`config.mk`:
```
export PLATFORM = sky130hd
export DESIGN_NAME = prio_irq_ctrl
export DESIGN_NICKNAME = d
export VERILOG_FILES = /design/src/rtl/irq_ctrl_pkg.sv /design/src/rtl/irq_regfile.sv /design/src/rtl/irq_filter.sv /design/src/rtl/irq_arbiter.sv /design/src/rtl/prio_irq_ctrl.sv
export SDC_FILE = /design/constraint.sdc
export NUM_CORES = 1
export LEC_CHECK = 0
export ABC_AREA = 1
export BUFFER_PORTS_ARGS = -buffer_cell sky130_fd_sc_hd__clkbuf_2
export CORE_MARGIN = 5
export CORE_UTILIZATION = 45
export CTS_CLUSTER_SIZE = 8
export DETAILED_ROUTE_END_ITERATION = 10
export MAX_ROUTING_LAYER = met4
export RECOVER_POWER = 50
export SYNTH_ARGS = -nofsm -noshare
export SYNTH_HDL_FRONTEND = slang
export SYNTH_HIERARCHICAL = 1
export SYNTH_SLANG_ARGS = --single-unit
```
`constraint.sdc`:
```
create_clock -name clk_i -period 33.7 [get_ports clk_i]
set_input_delay 5.055 -clock clk_i [delete_from_list [all_inputs] [get_ports clk_i]]
set_output_delay 5.055 -clock clk_i [all_outputs]
set_load 0.02 [all_outputs]
```
`src/rtl/irq_ctrl_pkg.sv`:
```
package irq_ctrl_pkg;
  localparam int ADDR_W = 6;
  localparam logic [ADDR_W-1:0] EN_SET_BASE = 6'h00;
  localparam logic [ADDR_W-1:0] EN_CLR_BASE = 6'h04;
  localparam logic [ADDR_W-1:0] PD_SET_BASE = 6'h08;
  localparam logic [ADDR_W-1:0] PD_CLR_BASE = 6'h0C;
  localparam logic [ADDR_W-1:0] PRIO_BASE   = 6'h10;
  localparam logic [ADDR_W-1:0] GROUP_ADDR  = 6'h30;
  localparam logic [ADDR_W-1:0] MASK_ADDR   = 6'h31;
  localparam logic [15:0]       GROUP_KEY   = 16'hC1A5;
  localparam logic [2:0]        GROUP_RESET = 3'd3;
endpackage

```
`src/rtl/irq_regfile.sv`:
```
module irq_regfile
  import irq_ctrl_pkg::*;
#(
  parameter int NUM_IRQ = 32,
  parameter int PRIO_W  = 3
) (
  input  logic                            clk_i,
  input  logic                            rst_ni,
  input  logic [ADDR_W-1:0]               addr_i,
  input  logic [31:0]                     wdata_i,
  input  logic                            we_i,
  output logic [31:0]                     rdata_o,
  input  logic [NUM_IRQ-1:0]              irq_i,
  input  logic [NUM_IRQ-1:0]              ack_clr_i,
  output logic [NUM_IRQ-1:0]              en_o,
  output logic [NUM_IRQ-1:0]              pend_o,
  output logic [NUM_IRQ-1:0][PRIO_W-1:0]  prio_o,
  output logic [PRIO_W-1:0]               mask_o,
  output logic [2:0]                      group_o
);
  localparam int NBANK = (NUM_IRQ + 31) / 32;
  localparam int PAD   = NBANK * 32;
  localparam int LO_W  = 8 - PRIO_W;

  // per-line storage and write decode
  for (genvar n = 0; n < NUM_IRQ; n++) begin : g_line
    localparam int BANK = n / 32;
    localparam int BITP = n % 32;
    localparam int WORD = n / 4;
    localparam int LANE = n % 4;
    logic hit_es, hit_ec, hit_ps, hit_pc, hit_pr;
    logic en_r, pend_r;
    logic [PRIO_W-1:0] prio_r;

    always_comb begin
      hit_es = we_i && (addr_i == EN_SET_BASE + ADDR_W'(BANK)) && wdata_i[BITP];
      hit_ec = we_i && (addr_i == EN_CLR_BASE + ADDR_W'(BANK)) && wdata_i[BITP];
      hit_ps = we_i && (addr_i == PD_SET_BASE + ADDR_W'(BANK)) && wdata_i[BITP];
      hit_pc = we_i && (addr_i == PD_CLR_BASE + ADDR_W'(BANK)) && wdata_i[BITP];
      hit_pr = we_i && (addr_i == PRIO_BASE + ADDR_W'(WORD));
    end

    always_ff @(posedge clk_i or negedge rst_ni) begin
      if (!rst_ni) begin
        en_r   <= 1'b0;
        pend_r <= 1'b0;
        prio_r <= '0;
      end else begin
        if (hit_es)      en_r <= 1'b1;
        else if (hit_ec) en_r <= 1'b0;
        if (hit_ps || irq_i[n])           pend_r <= 1'b1;
        else if (hit_pc || ack_clr_i[n])  pend_r <= 1'b0;
        if (hit_pr) prio_r <= wdata_i[8*LANE+7 -: PRIO_W];
      end
    end

    assign en_o[n]   = en_r;
    assign pend_o[n] = pend_r;
    assign prio_o[n] = prio_r;
  end

  // keyed grouping and threshold registers
  always_ff @(posedge clk_i or negedge rst_ni) begin
    if (!rst_ni) begin
      group_o <= GROUP_RESET;
      mask_o  <= '0;
    end else if (we_i) begin
      if (addr_i == GROUP_ADDR && wdata_i[31:16] == GROUP_KEY) group_o <= wdata_i[2:0];
      if (addr_i == MASK_ADDR) mask_o <= wdata_i[7 -: PRIO_W];
    end
  end

  // read mux
  logic [PAD-1:0] en_pad, pd_pad;
  int bank;
  always_comb begin
    en_pad = '0;
    pd_pad = '0;
    en_pad[NUM_IRQ-1:0] = en_o;
    pd_pad[NUM_IRQ-1:0] = pend_o;
    bank    = int'(addr_i[1:0]);
    rdata_o = '0;
    if (addr_i[5:3] == 3'b000) begin
      if (bank < NBANK) rdata_o = en_pad[32*bank +: 32];
    end else if (addr_i[5:3] == 3'b001) begin
      if (bank < NBANK) rdata_o = pd_pad[32*bank +: 32];
    end else if (addr_i == GROUP_ADDR) begin
      rdata_o[2:0] = group_o;
    end else if (addr_i == MASK_ADDR) begin
      rdata_o[7:0] = {mask_o, LO_W'(0)};
    end else begin
      for (int n = 0; n < NUM_IRQ; n++) begin
        if (addr_i == PRIO_BASE + ADDR_W'(n / 4))
          rdata_o[8*(n%4) +: 8] = {prio_o[n], LO_W'(0)};
      end
    end
  end
endmodule

```
`src/rtl/irq_filter.sv`:
```
module irq_filter #(
  parameter int NUM_IRQ = 32,
  parameter int PRIO_W  = 3
) (
  input  logic [NUM_IRQ-1:0]             en_i,
  input  logic [NUM_IRQ-1:0]             pend_i,
  input  logic [NUM_IRQ-1:0][PRIO_W-1:0] prio_i,
  input  logic [PRIO_W-1:0]              mask_i,
  input  logic [2:0]                     group_i,
  output logic [NUM_IRQ-1:0]             elig_o
);
  logic [PRIO_W-1:0] pre_mask;
  int pre_bits;

  // preemption part: upper min(group, PRIO_W) bits
  always_comb begin
    pre_bits = (int'(group_i) > PRIO_W) ? PRIO_W : int'(group_i);
    pre_mask = ~({PRIO_W{1'b1}} >> pre_bits);
  end

  for (genvar n = 0; n < NUM_IRQ; n++) begin : g_elig
    assign elig_o[n] = en_i[n] && pend_i[n] &&
                       ((mask_i == '0) || ((prio_i[n] & pre_mask) < mask_i));
  end
endmodule

```
`src/rtl/irq_arbiter.sv`:
```
module irq_arbiter #(
  parameter int NUM_IRQ = 32,
  parameter int PRIO_W  = 3,
  parameter int ID_W    = 5
) (
  input  logic [NUM_IRQ-1:0]             elig_i,
  input  logic [NUM_IRQ-1:0][PRIO_W-1:0] prio_i,
  output logic                           any_o,
  output logic [ID_W-1:0]                id_o
);
  logic              found;
  logic [PRIO_W-1:0] best;
  logic [ID_W-1:0]   win;

  // ascending scan with strict compare keeps the lowest number on ties
  always_comb begin
    found = 1'b0;
    best  = '1;
    win   = '0;
    for (int n = 0; n < NUM_IRQ; n++) begin
      if (elig_i[n] && (!found || prio_i[n] < best)) begin
        found = 1'b1;
        best  = prio_i[n];
        win   = ID_W'(n);
      end
    end
    any_o = found;
    id_o  = win;
  end
endmodule

```
`src/rtl/prio_irq_ctrl.sv`:
```
module prio_irq_ctrl
  import irq_ctrl_pkg::*;
#(
  parameter  int NUM_IRQ = 32,
  parameter  int PRIO_W  = 3,
  localparam int ID_W    = $clog2(NUM_IRQ)
) (
  input  logic                clk_i,
  input  logic                rst_ni,
  input  logic [ADDR_W-1:0]   bus_addr_i,
  input  logic [31:0]         bus_wdata_i,
  input  logic                bus_we_i,
  output logic [31:0]         bus_rdata_o,
  input  logic [NUM_IRQ-1:0]  irq_i,
  input  logic                ack_i,
  output logic                req_o,
  output logic [ID_W-1:0]     id_o
);
  logic [NUM_IRQ-1:0]             en_w, pend_w, elig_w, ack_clr;
  logic [NUM_IRQ-1:0][PRIO_W-1:0] prio_w;
  logic [PRIO_W-1:0]              mask_w;
  logic [2:0]                     group_w;
  logic                           any_w;
  logic [ID_W-1:0]                win_w;

  always_comb begin
    ack_clr = '0;
    if (ack_i && req_o) ack_clr[id_o] = 1'b1;
  end

  irq_regfile #(.NUM_IRQ(NUM_IRQ), .PRIO_W(PRIO_W)) u_regs (
    .clk_i(clk_i), .rst_ni(rst_ni), .addr_i(bus_addr_i), .wdata_i(bus_wdata_i),
    .we_i(bus_we_i), .rdata_o(bus_rdata_o), .irq_i(irq_i), .ack_clr_i(ack_clr),
    .en_o(en_w), .pend_o(pend_w), .prio_o(prio_w), .mask_o(mask_w), .group_o(group_w)
  );

  irq_filter #(.NUM_IRQ(NUM_IRQ), .PRIO_W(PRIO_W)) u_filter (
    .en_i(en_w), .pend_i(pend_w), .prio_i(prio_w), .mask_i(mask_w),
    .group_i(group_w), .elig_o(elig_w)
  );

  irq_arbiter #(.NUM_IRQ(NUM_IRQ), .PRIO_W(PRIO_W), .ID_W(ID_W)) u_arb (
    .elig_i(elig_w), .prio_i(prio_w), .any_o(any_w), .id_o(win_w)
  );

  always_ff @(posedge clk_i or negedge rst_ni) begin
    if (!rst_ni) begin
      req_o <= 1'b0;
      id_o  <= '0;
    end else begin
      req_o <= any_w;
      id_o  <= win_w;
    end
  end
endmodule

```
# --- After elaboration in Yosys (flattened, before gate mapping) ---
# Index checks and enable logic that the tools add are counted.
# W data, S select, Z words.
op_classes:
  n_mux: 266
  shifts: 3
  magnitude_cmp: 67
  n_bitwise: 33
  n_reduce_logical: 465
  eq_ne: 15
ops:
  columns: ["cell", "n"]
  rows:
  - ["$mux W8", 33]
  - ["$logic_and A1 B1 Y1", 238]
  - ["$lt A3 B3 Y1", 63]
  - ["$mux W1", 162]
  - ["$mux W32", 5]
  - ["$reduce_bool A2 Y1", 64]
  - ["$logic_or A1 B1 Y1", 127]
  - ["$mux W3", 37]
  - ["$and A3 B3 Y3", 32]
  - ["$mux W5", 16]
  - ["$shiftx A32 B8 Y32", 2]
  - ["$eq A6 B5 Y1 const B", 8]
  - ["$mux W4", 8]
  - ["$shr A3 B32 Y3 const A", 1]
  - ["$logic_not A1 Y1", 31]
  - ["$mux W29", 1]
  - ["$mux W24", 1]
  - ["$eq A16 B16 Y1 const B", 1]
  - ["$eq A6 B4 Y1 const B", 2]
  - ["$eq A6 B6 Y1 const B", 2]
  - ["$eq A6 B3 Y1 const B", 1]
  - ["$logic_not A3 Y1", 2]
  - ["$logic_not A6 Y1", 1]
  - ["$lt A5 B6 Y1 const B", 1]
  - ["8 further kinds", 10]
word_totals:
  out_inout_bits: 38
  word_cells: 949
  regBits: 172
  inputBits: 74

# --- Longest topological paths before layout ---
logic_depth:
  depth_word: 133
  ltp_mapped: 283
  ltp_nobuf: 282

# --- Hierarchy ---
# Netlist, hierarchy kept.
modules_own_cells:
  columns: ["module", "seq_area_each_um2", "area_each_um2", "cells_per_inst", "n_inst"]
  rows:
  - ["irq_regfile", 4156.5, 8495.6, 1043, 1]
  - ["irq_arbiter", 0.0, 4269.1, 884, 1]
  - ["irq_filter", 0.0, 2665.1, 505, 1]
  - ["prio_irq_ctrl", 150.1, 380.4, 62, 1]

# --- Least setup slack after synthesis ---
# Ideal clock, no wire load.
synth_timing:
  path_kind: "register to register"
  from: "reg u_regs.mask_o[2]"
  to: "reg id_o[0]"
  required_time_ns: 33.581
  setup_slack_ns: 6.719
  setup_ns: 0.119
  arrival_ns: 26.861
  synth_period_minus_slack_ns: 26.981
  path_stages_with_launch: 250
  n_path_buf: 0
  path_cell_list: "dfrtp_1 -> inv_1 -> ha_1 -> a21oi_1 -> nand2_1 -> a21oi_2 -> a21oi_1 -> nor2_1 -> nand2_2 -> a31oi_1 -> inv_1 -> ha_1 -> nand2_1 -> clkinv_1 -> nand2_1 -> nand2_1 -> nand2_1 -> nand2_2 -> [... 214 more ...] -> nand2_2 -> nand2_4 -> o21ai_0 -> ha_1 -> a21oi_1 -> nand2_1 -> nand2_1 -> nand2_2 -> nand2_1 -> o21ai_1 -> ha_1 -> nand2_1 -> inv_1 -> nand2_1 -> nand2_1 -> nand2_1 -> nand2_2 -> nand2_1"
synth_via:
  elab_chain_len: 128
  word_cells_on_any_way: 314
  cone_classes: "order compare (63); mux (93); reduce/logical (158)"
synth_lines:
  columns: ["item", "line", "text"]
  rows:
  - ["start, declared", "irq_regfile.sv:18", "output logic [PRIO_W-1:0] mask_o,"]
  - ["start signal, assigned", "irq_regfile.sv:69", "if (addr_i == MASK_ADDR) mask_o <= wdata_i[7 -: PRIO_W];"]
  - ["$lt A3 B3 Y1 or $logic_not A3 Y1 (tied branches)", "irq_filter.sv:23", "((mask_i == '0) || ((prio_i[n] & pre_mask) < mask_i));"]
  - ["$logic_or A1 B1 Y1 *", "irq_filter.sv:23", null]
  - ["$logic_and A1 B1 Y1 *", "irq_filter.sv:22", "assign elig_o[n] = en_i[n] && pend_i[n] &&"]
  - ["via elig_w[0]", "prio_irq_ctrl.sv:19", "logic [NUM_IRQ-1:0] en_w, pend_w, elig_w, ack_clr;"]
  - ["$mux W3 or $mux W1 (tied branches)", "irq_arbiter.sv:21", "if (elig_i[n] && (!found || prio_i[n] < best)) begin"]
  - ["$lt A3 B3 Y1 or $logic_not A1 Y1 (tied branches)", "irq_arbiter.sv:21", null]
  - ["$logic_or A1 B1 Y1", "irq_arbiter.sv:21", null]
  - ["$logic_and A1 B1 Y1", "irq_arbiter.sv:21", null]
  - ["[... 114 more ...]", null, null]
  - ["$logic_or A1 B1 Y1", "irq_arbiter.sv:21", null]
  - ["$logic_and A1 B1 Y1", "irq_arbiter.sv:21", null]
  - ["$mux W3 or $mux W1 (tied branches)", "irq_arbiter.sv:21", null]
  - ["$lt A3 B3 Y1 or $logic_not A1 Y1 (tied branches)", "irq_arbiter.sv:21", null]
  - ["$logic_or A1 B1 Y1", "irq_arbiter.sv:21", null]
  - ["$logic_and A1 B1 Y1", "irq_arbiter.sv:21", null]
  - ["$mux W5 *", "irq_arbiter.sv:21", null]
  - ["via win_w[0]", "prio_irq_ctrl.sv:24", "logic [ID_W-1:0] win_w;"]
  - ["end signal, assigned", "prio_irq_ctrl.sv:52", "id_o <= win_w;"]
  - ["end, declared", "prio_irq_ctrl.sv:17", "output logic [ID_W-1:0] id_o"]
# Mark *: on every way through the listed nets, which the timed path passes. The rest lies on a longest branch.
# A chain may end at the register's enable or synchronous reset.

# --- Worst setup path in the final report ---
layout_timing:
  from: "reg u_regs.group_o[2]"
  to: "reg id_o[3]"
layout_via:
  elab_chain_len: 133
  word_cells_on_any_way: 342
  cone_classes: "order compare (64); shift (1); mux (87); bitwise (33); reduce/logical (157)"
layout_lines:
  columns: ["item", "line", "text"]
  rows:
  - ["start, declared", "irq_regfile.sv:19", "output logic [2:0] group_o"]
  - ["start signal, assigned", "irq_regfile.sv:68", "if (addr_i == GROUP_ADDR && wdata_i[31:16] == GROUP_KEY) group_o <= wdata_i[2:0];"]
  - ["$gt A3 B2 Y1", "irq_filter.sv:17", "pre_bits = (int'(group_i) > PRIO_W) ? PRIO_W : int'(group_i);"]
  - ["$mux W3 *", "irq_filter.sv:17", null]
  - ["$shr A3 B32 Y3 *", "irq_filter.sv:18", "pre_mask = ~({PRIO_W{1'b1}} >> pre_bits);"]
  - ["$not A3 Y3 *", "irq_filter.sv:18", null]
  - ["$and A3 B3 Y3 *", "irq_filter.sv:23", null]
  - ["$lt A3 B3 Y1 *", "irq_filter.sv:23", null]
  - ["$logic_or A1 B1 Y1 *", "irq_filter.sv:23", null]
  - ["$logic_and A1 B1 Y1 *", "irq_filter.sv:22", null]
  - ["via elig_w[0]", "prio_irq_ctrl.sv:19", null]
  - ["[... 118 more ...]", null, null]
  - ["$logic_or A1 B1 Y1", "irq_arbiter.sv:21", null]
  - ["$logic_and A1 B1 Y1", "irq_arbiter.sv:21", null]
  - ["$mux W3 or $mux W1 (tied branches)", "irq_arbiter.sv:21", null]
  - ["$lt A3 B3 Y1 or $logic_not A1 Y1 (tied branches)", "irq_arbiter.sv:21", null]
  - ["$logic_or A1 B1 Y1", "irq_arbiter.sv:21", null]
  - ["$logic_and A1 B1 Y1", "irq_arbiter.sv:21", null]
  - ["$mux W5 *", "irq_arbiter.sv:21", null]
  - ["via win_w[3]", "prio_irq_ctrl.sv:24", null]
# Marks and branches as above.

==> results.tsv <==
stage	metric	value	unit
synthesis	synth_area_leaders	dfrtp_1 27%, nand2_1 18%, inv_1 8.6%	
sta	finalClockSkew	0.0105	ns
sta	relSlewSlack	-1.38	
drt	via_per_inst	5.27	
floorplan	row_count	68	
drt	ant_nets	0	
sta	setup_viol	0	
final_layout	nNetsFinal	2672	
critical_path	slowest_stage	dfrtp_1	
drt	drt-initial-drc-count	1427	
sta	setup_tns	0	ns
cts	h-tree-depth	4	
cts	tritoncts	yes	
grt	grt_pass1_vias	14500	
cts	clk_pin_slew	0.07	ns
status	violations	capacitance limit, slew limit	
status	outcome	finished with violations	
synthesis	syn-instance-count	2494	
synthesis	synth_top_area_share	0.269	
run	drv_cap	4	
sta	fmax	0.0330	GHz
critical_path	startpoint_type	register	
drt	drt_pass1_iterations	5	
placement	gp_congestion	0.948	
final_layout	n_fill_cell	3603	
synthesis	avgSynthCellArea	6.34	µm²
cts	cts_sinks	172	
synthesis	synth_area_leader_cell	dfrtp_1	
grt	grt_start_max_net_pins	75	
floorplan	dieArea	39000	µm²
cts	cts_made_buffers	17	
cts	ctsLongestPathBuffers	2	
grt	antenna_found_initial	1	
placement	numPortBuffers	111	
power_and_ir_drop	p_per_area	68.9	nW/µm²
grt	grt_use_total	0.272	
synthesis	ys_seq_area_frac	0.272	
floorplan	floorplan.initialDensity	0.457	
drt	wl_per_cell	17.4	µm
critical_path	crit_arrival	30.63	ns
critical_path	slowest_delay	0.46	ns
floorplan	core_area	34600	µm²
power_and_ir_drop	finalPower	0.00115	W
critical_path	cp-end-kind	register	
synthesis	synthDistinctLibCells	42	
power_and_ir_drop	ir_drop	0.0303	mV
floorplan	die_w	197	µm
floorplan	die_h	197	µm
synthesis	syn_nets	2664	
placement	hpwl	38800	µm
floorplan	pin_count	112	
power_and_ir_drop	p_leak	8.99	nW
synthesis	ys.warnings.count	6	
final_layout	area_delta_synth_final	5.94	%
critical_path	worst-setup-path-type	register to register	
cts	root_buffer	clkbuf_16	
sta	period_minus_slack	30.32	ns
grt	grt_pass1_wl	81600	µm
drt	drt-total-wl	51800	µm
drt	drcViolationCount	0	
final_layout	final_core_util	0.484	
cts	insertion_delay	0.44	ns
worst_hold_path	worst_hold_path_type	register to register	
sta	worst_slew_pin_slew	3.56	ns
sta	rsz0062_at_grt	no	
critical_path	cp.required	34.00	ns
critical_path	crit_top_cell	nand2_1	
synthesis	synth_area	15800	µm²
sta	drv_slew	150	
sta	hold_violations	0	
critical_path	crit_fanout	32	
sta	fin_crit_sh	0.900	
drt	vias	15700	
grt	overflow	0	
synthesis	ys_ff_latch	172	
final_layout	drive_gt1_frac	0.105	
cell usage after synthesis:
library cell / instances
or2_0: 5
or2_1: 3
buf_4: 66
or2_2: 2
nand2_2: 27
clkbuf_1: 26
inv_1: 363
nor4_1: 2
a21oi_2: 20
a21oi_1: 64
clkinv_1: 27
nor2_4: 3
nand4_1: 27
o21ai_0: 143
a21boi_0: 1
nand2_1: 761
nor2_1: 224
nor2_8: 2
o21ai_1: 77
clkinv_8: 3
o211ai_1: 2
nor2_2: 2
a22oi_1: 4
ha_1: 96
o21a_1: 1
a31oi_1: 3
nand3_2: 3
nor3_4: 1
dfrtp_1: 170
buf_2: 35
o21bai_1: 32
nor3_2: 1
dfstp_2: 2
or2_4: 1
buf_6: 7
nand3b_1: 1
nor3_1: 1
clkinv_2: 1
inv_2: 22
nand3_1: 188
nand2_4: 43
o31ai_1: 32
per-stage QoR:
| step | setup slack (ns) | instance area, µm² | instances | hold slack (ns) |
|---|---|---|---|---|
| floorplan | 6.72 | 15800 | 2494 | 0.473 |
| finish | 3.38 | 16700 | 2971 | 0.515 |
| global placement | 4.71 | 16200 | 2938 | 0.494 |
| detailed placement | 3.10 | 16200 | 2938 | 0.501 |
| CTS | 2.98 | 16800 | 2970 | 0.516 |
| global route | 0.0700 | 16700 | 2971 | 0.546 |
final cells by class:
class	count	area, µm²	share of cell area
timing repair buffer	123	628	0.0375
multi-input combinational	1772	9030	0.539
antenna	1	2.50	0.000149
clock inverter	15	185	0.0111
sequential	172	4310	0.257
clock buffer	17	425	0.0254
tap	455	569	0.0340
inverter	416	1600	0.0955
worst max-delay path, delay by kind of cell, from the launching register on:
family	cells	cell delay, ns
AO/OA/AOI/OAI	33	7.57
adder cells (fa/ha/maj)	31	8.73
buffers and inverters	32	1.98
flip-flops	1	0.46
AND/OR/NAND/NOR	158	11.43
timing repair:
| item | CTS | global route |
|---|---|---|
| setup buffers | 0 | 0 |
| endpoints found under the setup margin | 0 | 5 |
| resized for setup | 0 | 5 |
| hold buffers | 0 | 0 |
placed cells by master, fill, tap and decap left out, types with 3 or more instances in the layout:
| cell | Yosys | layout |
|---|---|---|
| ha_1 | 96 | 96 |
| inv_6 | 0 | 4 |
| clkinv_4 | 0 | 3 |
| dfrtp_1 | 170 | 170 |
| or2_0 | 5 | 6 |
| nor2_2 | 2 | 3 |
| bufinv_16 | 0 | 3 |
| o21bai_1 | 32 | 32 |
| inv_1 | 363 | 366 |
| or2_1 | 3 | 3 |
| nand2_4 | 43 | 43 |
| nand3_2 | 3 | 3 |
| clkbuf_16 | 0 | 17 |
| clkbuf_1 | 26 | 13 |
| o21ai_1 | 77 | 52 |
| buf_4 | 66 | 8 |
| o31ai_1 | 32 | 32 |
| a22oi_1 | 4 | 4 |
| clkinv_8 | 3 | 3 |
| o21ai_0 | 143 | 168 |
| nand2_2 | 27 | 22 |
| clkinv_2 | 1 | 4 |
| a21oi_1 | 64 | 64 |
| a31oi_1 | 3 | 3 |
| nand2_1 | 761 | 766 |
| nand4_1 | 27 | 27 |
| inv_2 | 22 | 19 |
| clkinv_1 | 27 | 27 |
| a21oi_2 | 20 | 20 |
| nor2_1 | 224 | 224 |
| clkbuf_2 | 0 | 101 |
| nand3_1 | 188 | 188 |
worst paths after layout:
check,from,to,slack (ns),depth (start not counted)
max,u_regs/group_o[2],id_o[3],3.38,254
min,u_regs/group_o[0],u_regs/group_o[0],0.52,2
max reg2reg,u_regs/group_o[2],id_o[3],3.38,254
min reg2reg,u_regs/group_o[0],u_regs/group_o[0],0.52,2
max in group asynchronous,rst_ni,u_regs/g_line[3].prio_r[1],23.99,3
min in group asynchronous,rst_ni,u_regs/g_line[19].en_r,5.82,1
metal layers:
layer  vias up  share of wire  track usage
met3        61          0.073       0.0341
met4         0          0.023       0.0737
met5         -              0            -
met2       582           0.44        0.408
met1      7249           0.47        0.388
li1       7776              -            -
report_power, final:
group          switching (W)  leakage, nW  internal [W]
Combinational       0.000447         6.56      0.000220
Clock              0.0000933        0.300      0.000118
Sequential         0.0000417         2.13      0.000233
cells by family (layout without fill, tap and decap cells):
| group | Yosys count | after routing | synth area share |
|---|---|---|---|
| DFF | 172 | 172 | 0.272 |
| other | 0 | 1 | 0 |
| and+or+nand+nor | 1297 | 1297 | 0.360 |
| AOI/OAI and AO/OA | 379 | 379 | 0.136 |
| adders and majority gates | 96 | 96 | 0.0760 |
| buffers and inverters | 550 | 571 | 0.155 |
registers in the layout, summed over array words and instances, names as in the netlist:
register / flops
u_regs/g_line.en_r: 32
id_o: 5
u_regs/mask_o: 3
u_regs/group_o: 3
req_o: 1
u_regs/g_line.prio_r: 96
u_regs/g_line.pend_r: 32
(Power assumes the default switching activity.)
